## src/rtl/cop_irq_pkg.sv

```systemverilog
package cop_irq_pkg;
  localparam int IE_BIT   = 0;
  localparam int EXL_BIT  = 1;
  localparam int ERL_BIT  = 2;
  localparam int UM_BIT   = 4;
  localparam int PEND_LO  = 8;

  typedef enum logic {
    SEL_STATUS = 1'b0,
    SEL_CAUSE  = 1'b1
  } cop_sel_e;
endpackage

```

## src/rtl/cop_status_reg.sv

```systemverilog
module cop_status_reg
  import cop_irq_pkg::*;
#(
  parameter int DW = 32
) (
  input  logic          clk,
  input  logic          rst,
  input  logic          wr_stat,
  input  logic [DW-1:0] wr_data,
  output logic [DW-1:0] status_q,
  output logic          ie_rise,
  output logic          ie_fall
);
  always_ff @(posedge clk) begin
    if (rst) status_q <= '0;
    else if (wr_stat) status_q <= wr_data;
  end

  always_comb begin
    ie_rise = wr_stat && !status_q[IE_BIT] &&  wr_data[IE_BIT];
    ie_fall = wr_stat &&  status_q[IE_BIT] && !wr_data[IE_BIT];
  end
endmodule

```

## src/rtl/cop_cause_reg.sv

```systemverilog
module cop_cause_reg
  import cop_irq_pkg::*;
#(
  parameter int DW      = 32,
  parameter int SW_IRQS = 2,
  parameter int HW_IRQS = 6
) (
  input  logic               clk,
  input  logic               rst,
  input  logic               wr_cause,
  input  logic [SW_IRQS-1:0] sw_wdata,
  input  logic [HW_IRQS-1:0] hw_irq,
  output logic [DW-1:0]      cause_q
);
  logic [SW_IRQS-1:0] sw_q;
  logic [HW_IRQS-1:0] hw_q;

  always_ff @(posedge clk) begin
    if (rst) sw_q <= '0;
    else if (wr_cause) sw_q <= sw_wdata;
  end

  for (genvar i = 0; i < HW_IRQS; i++) begin : g_hw
    always_ff @(posedge clk) begin
      if (rst) hw_q[i] <= 1'b0;
      else     hw_q[i] <= hw_irq[i];
    end
  end

  always_comb begin
    cause_q = '0;
    cause_q[PEND_LO +: SW_IRQS]           = sw_q;
    cause_q[PEND_LO + SW_IRQS +: HW_IRQS] = hw_q;
  end
endmodule

```

## src/rtl/cop_irq_eval.sv

```systemverilog
module cop_irq_eval #(
  parameter int PEND_W = 8
) (
  input  logic              clk,
  input  logic              rst,
  input  logic              ie_rise,
  input  logic              ie_fall,
  input  logic              exl_flag,
  input  logic              erl_flag,
  input  logic              dbg_flag,
  input  logic [PEND_W-1:0] new_mask,
  input  logic [PEND_W-1:0] pend,
  output logic              irq_req
);
  logic level_ok;
  logic any_pend;

  always_comb begin
    level_ok = !exl_flag && !erl_flag && !dbg_flag;
    any_pend = |(new_mask & pend);
  end

  always_ff @(posedge clk) begin
    if (rst)                              irq_req <= 1'b0;
    else if (ie_rise && level_ok && any_pend) irq_req <= 1'b1;
    else if (ie_fall)                     irq_req <= 1'b0;
  end
endmodule

```

## src/rtl/cop_read_mux.sv

```systemverilog
module cop_read_mux
  import cop_irq_pkg::*;
#(
  parameter int DW = 32
) (
  input  logic          clk,
  input  logic          rst,
  input  logic          rd_sel,
  input  logic [DW-1:0] status_q,
  input  logic [DW-1:0] cause_q,
  input  logic          exl_flag,
  input  logic          erl_flag,
  input  logic          um_flag,
  output logic [DW-1:0] rd_data
);
  logic [DW-1:0] fold;

  always_comb begin
    fold          = '0;
    fold[UM_BIT]  = um_flag;
    fold[ERL_BIT] = erl_flag;
    fold[EXL_BIT] = exl_flag;
  end

  always_ff @(posedge clk) begin
    if (rst)                          rd_data <= '0;
    else if (rd_sel == SEL_CAUSE)     rd_data <= cause_q;
    else                              rd_data <= status_q | fold;
  end
endmodule

```

## src/rtl/cop_irq_unmask.sv

```systemverilog
module cop_irq_unmask
  import cop_irq_pkg::*;
#(
  parameter int DW      = 32,
  parameter int SW_IRQS = 2,
  parameter int HW_IRQS = 6
) (
  input  logic               clk,
  input  logic               rst,
  input  logic               wr_en,
  input  logic               wr_sel,
  input  logic [DW-1:0]      wr_data,
  input  logic               rd_sel,
  output logic [DW-1:0]      rd_data,
  input  logic [HW_IRQS-1:0] hw_irq,
  input  logic               exl_flag,
  input  logic               erl_flag,
  input  logic               dbg_flag,
  input  logic               um_flag,
  output logic               irq_req
);
  localparam int PEND_W = SW_IRQS + HW_IRQS;

  logic          wr_stat;
  logic          wr_cause;
  logic [DW-1:0] status_q;
  logic [DW-1:0] cause_q;
  logic          ie_rise;
  logic          ie_fall;

  always_comb begin
    wr_stat  = wr_en && (wr_sel == SEL_STATUS);
    wr_cause = wr_en && (wr_sel == SEL_CAUSE);
  end

  cop_status_reg #(.DW(DW)) u_status (
    .clk      (clk),
    .rst      (rst),
    .wr_stat  (wr_stat),
    .wr_data  (wr_data),
    .status_q (status_q),
    .ie_rise  (ie_rise),
    .ie_fall  (ie_fall)
  );

  cop_cause_reg #(.DW(DW), .SW_IRQS(SW_IRQS), .HW_IRQS(HW_IRQS)) u_cause (
    .clk      (clk),
    .rst      (rst),
    .wr_cause (wr_cause),
    .sw_wdata (wr_data[PEND_LO +: SW_IRQS]),
    .hw_irq   (hw_irq),
    .cause_q  (cause_q)
  );

  cop_irq_eval #(.PEND_W(PEND_W)) u_eval (
    .clk      (clk),
    .rst      (rst),
    .ie_rise  (ie_rise),
    .ie_fall  (ie_fall),
    .exl_flag (exl_flag),
    .erl_flag (erl_flag),
    .dbg_flag (dbg_flag),
    .new_mask (wr_data[PEND_LO +: PEND_W]),
    .pend     (cause_q[PEND_LO +: PEND_W]),
    .irq_req  (irq_req)
  );

  cop_read_mux #(.DW(DW)) u_rd (
    .clk      (clk),
    .rst      (rst),
    .rd_sel   (rd_sel),
    .status_q (status_q),
    .cause_q  (cause_q),
    .exl_flag (exl_flag),
    .erl_flag (erl_flag),
    .um_flag  (um_flag),
    .rd_data  (rd_data)
  );
endmodule

```

## config.mk

```make
export PLATFORM = sky130hd
export DESIGN_NAME = cop_irq_unmask
export DESIGN_NICKNAME = d
export VERILOG_FILES = /design/src/rtl/cop_irq_pkg.sv /design/src/rtl/cop_status_reg.sv /design/src/rtl/cop_cause_reg.sv /design/src/rtl/cop_irq_eval.sv /design/src/rtl/cop_read_mux.sv /design/src/rtl/cop_irq_unmask.sv
export SDC_FILE = /design/constraint.sdc
export NUM_CORES = 1
export LEC_CHECK = 0
export ABC_AREA = 1
export BUFFER_PORTS_ARGS = -buffer_cell sky130_fd_sc_hd__buf_2
export CORE_MARGIN = 8
export CORE_UTILIZATION = 40
export CTS_BUF_LIST = sky130_fd_sc_hd__clkbuf_4 sky130_fd_sc_hd__clkbuf_8
export DETAILED_ROUTE_END_ITERATION = 12
export MAX_ROUTING_LAYER = met4
export PLACE_DENSITY = 0.8
export SYNTH_ARGS = -nofsm -noshare
export SYNTH_HDL_FRONTEND = slang
export SYNTH_SLANG_ARGS = --single-unit
export TNS_END_PERCENT = 10
```

## constraint.sdc

```tcl
create_clock -name clk -period 0.8 [get_ports clk]
set_input_delay 0.04 -clock clk [delete_from_list [all_inputs] [get_ports clk]]
set_output_delay 0.04 -clock clk [all_outputs]
set_load 0.05 [all_outputs]
```

==> flow_summary.toml <==
[worst_setup_path]
crit_type = "register to primary output"
crit_path_start = "u_rd.rd_data[25]$_SDFF_PP0_"
critPathTopFamily = "flip-flops"
path_max_fanout = 1
worstPathArrival_ns = 0.84
max_stage_delay_ns = 0.35
path_cells = "buf_8"
cp.required_ns = 0.76
crit_buf_inv = 1
crit-reg2reg-launch = "u_cause.sw_q[0]$_SDFFE_PP0P_"
worstSetupStartpointType = "register"
end_kind = "primary output"
critPathSlowestCell = "dfxtp_2"

[power_and_ir_drop]
sw_frac_of_total_pct = 25.3
p_leak_nw = 1.73
pwr-share-clk_pct = 35.8
power_switching_w = 0.00199
intPower_w = 0.00586
pwr-share-comb_pct = 14.2
p_per_area_mw_per_mm2 = 2040
p_seq_share_pct = 49.9
vdd_drop_max_mv = 1.27

[final_layout]
multi_input_area_sq_um = 709
num-nets-final = 455
seq_area_sq_mm = 0.00150
fin_cells = 488
antennaDiodeCount = 0
syn_to_final_growth_pct = 60.4
fin_util_pct = 65.7
drive_gt1_share_pct = 33.9
fillers = 459

[grt]
grt_pass1_vias = 2272
grt_pass1_wl_mm = 10.6
track_usage_pct = 15.9
overflow = 0
antenna_found_initial = 0
grt_max_degree = 53

[yosys]
synthArstFlopShare_pct = 0
synth_mux_area_share_pct = 0
synthTopCellsByArea = "dfxtp_1 (61%), nor2_1 (13%), o21ai_0 (4.8%)"
synth_nets = 330
yosysUniqueCellTypes = 14
synth_commonest_cells = "nor2_1 (80), dfxtp_1 (73), inv_1 (29), o21ai_0 (23), a21oi_1 (22)"
yosys.area.top_type = "dfxtp_1"
yosys_most_used_dff = "dfxtp_1"
yosysWarnings = 0
synth_area_per_cell_sq_um = 8.46
yosys.area_share.simple_pct = 16.2
synth.most_common_cell = "nor2_1"
synthAdderAreaFrac_pct = 0
netlist.area_leader.share_pct = 61.0
synth_seq_area_share_pct = 61.0
synth_edf_count = 0
ys_ff_latch = 73
syn_area_sq_mm = 0.00239
synth_xor_area_share_pct = 0
synth_top_family_by_area = "simple AND/OR/NAND/NOR gates"
syn_inst = 283
synth_compound_area_share_pct = 13.4

[clocking]
cts_setup_buffers = 0
clk_latency_ns = 0.34
clock-sinks = 73
cts_tree = "built"
cts_buffers = 9
cts-root-buf = "clkbuf_8"
clkTransAtPathRegs_ns = 0.07
htreeDepth = 3
cts_buffer_depth = 2

[sta]
max_freq_ghz = 1.13
drv_slew = 0
hold_viol = 0
slew_headroom_pct = 67.8
finalCriticalPeriod_ns = 0.882
whs_ns = 0.0317
fin_skew_ns = 0.00587
rsz0062_at_grt = "true"
period_share_pct = 110
worst_slew_pin_slew_ns = 0.483
finalSetupViolCount = 34
fin_ws_ns = -0.0821

[routing]
drcViolationCount = 0
firstDrtPassIters = 4
drt_wl_total_mm = 6.49
ant_nets = 0
dr_total_vias = 2235
post_drt_via_cell_ratio = 4.58
wire_per_inst_microns = 13.3
drtIter0Drc = 72

[place]
dp_hpwl_mm = 3.88
placedCellCount = 431
place.gp.congestion = 0.806
io_buffers = 79
pre_cts_slack_ns = -0.193

[floorplanning]
ioPinCount = 80
dieHeight_microns = 93.4
dieWidth_microns = 93.4
rows = 28
initial_core_util_pct = 40.9
fp.coreArea_sq_mm = 0.00585
die-area_sq_mm = 0.00872

[outcome]
status = "finished, violations left"
violations = "negative setup slack"

[run]
maxCapViolCount = 0

[worst_hold_path]
min_from = "rst"
hp-class = "primary input to register"
-- state kept, by name, summed over array words and instances, names as in the netlist --
| signal | count |
|---|---|
| u_cause.cause_q | 6 |
| u_cause.sw_q | 2 |
| u_eval.irq_req | 1 |
| u_rd.rd_data | 32 |
| u_status.status_q | 32 |
-- path summary, 6_finish.rpt --
check                                                    to  slack [ns]  cells after the start
worst max register to register  u_eval.irq_req$_SDFFE_PP0P_       -0.04                      6
worst min-delay path            u_eval.irq_req$_SDFFE_PP0P_        0.03                      3
worst max-delay path                            rd_data[25]       -0.08                      1
worst min register to register   u_rd.rd_data[3]$_SDFF_PP0_        0.42                      2
-- layout make-up --
cell class / count / share of cell area, %
tap: 75 / 2.44
inverter: 32 / 3.19
clock inverter: 5 / 1.47
clock buffer: 11 / 3.61
multi-input combinational: 165 / 18.5
timing repair buffer: 127 / 31.7
sequential: 73 / 39.1
-- power by group through the flow --
stage | Clock, W | Combinational, W | Sequential, W
6_report | 0.00281 | 0.00112 | 0.00392
5_1_grt | 0.00307 | 0.00122 | 0.00394
3_5_place_dp | 0 | 0.000838 | 0.00396
3_3_place_gp | 0 | 0.000820 | 0.00396
2_1_floorplan | 0 | 0.000350 | 0.00416
4_1_cts | 0.00289 | 0.00111 | 0.00392
-- through the flow --
| step | setup TNS [ns] | area (sq um) | total power, W |
|---|---|---|---|
| floorplan | 0 | 2400 | 0.00451 |
| global placement | -3.47 | 2870 | 0.00478 |
| detailed placement | -4.28 | 2870 | 0.00480 |
| CTS | -2.61 | 3840 | 0.00792 |
| global route | -3.34 | 3840 | 0.00822 |
| finish | -2.00 | 3840 | 0.00785 |
-- routing by layer --
layer	track usage [%]	wire, microns	vias to the layer above
li1	-	-	1133
met1	17.6	2800	1005
met2	25.9	3190	88
met3	4.25	404	9
met4	8.05	104	0
met5	-	0	-
-- cell usage in the layout, fill, tap and decap left out --
cell / Yosys / layout
a21oi_1: 22 / 22
buf_12: 0 / 3
buf_2: 6 / 46
buf_4: 2 / 4
buf_6: 5 / 2
buf_8: 0 / 31
bufinv_16: 0 / 1
clkbuf_4: 0 / 2
clkbuf_8: 0 / 9
clkinv_2: 0 / 2
clkinv_4: 0 / 1
clkinvlp_4: 0 / 1
dfxtp_1: 73 / 40
dfxtp_2: 0 / 33
dlygate4sd3_1: 0 / 41
inv_1: 29 / 29
inv_2: 2 / 2
inv_4: 1 / 1
nand2_1: 19 / 19
nand2_2: 1 / 1
nor2_1: 80 / 80
nor2_4: 1 / 1
o21ai_0: 23 / 23
o21ai_1: 19 / 19
-- kinds of logic (layout without fill, tap and decap cells) --
kind of cell           after synthesis  count (layout)
AOI/OAI and AO/OA                   64              64
buffers and inverters               45             175
DFF                                 73              73
and+or+nand+nor                    101             101
-- repair_timing --
action,4_1_cts,5_1_grt
hold buffers,41,0
gates resized for setup,128,1
endpoints found under the setup margin,34,34
endpoints found under the hold margin,43,0
pin swaps,0,1
Power figures use the tool's default switching activity.
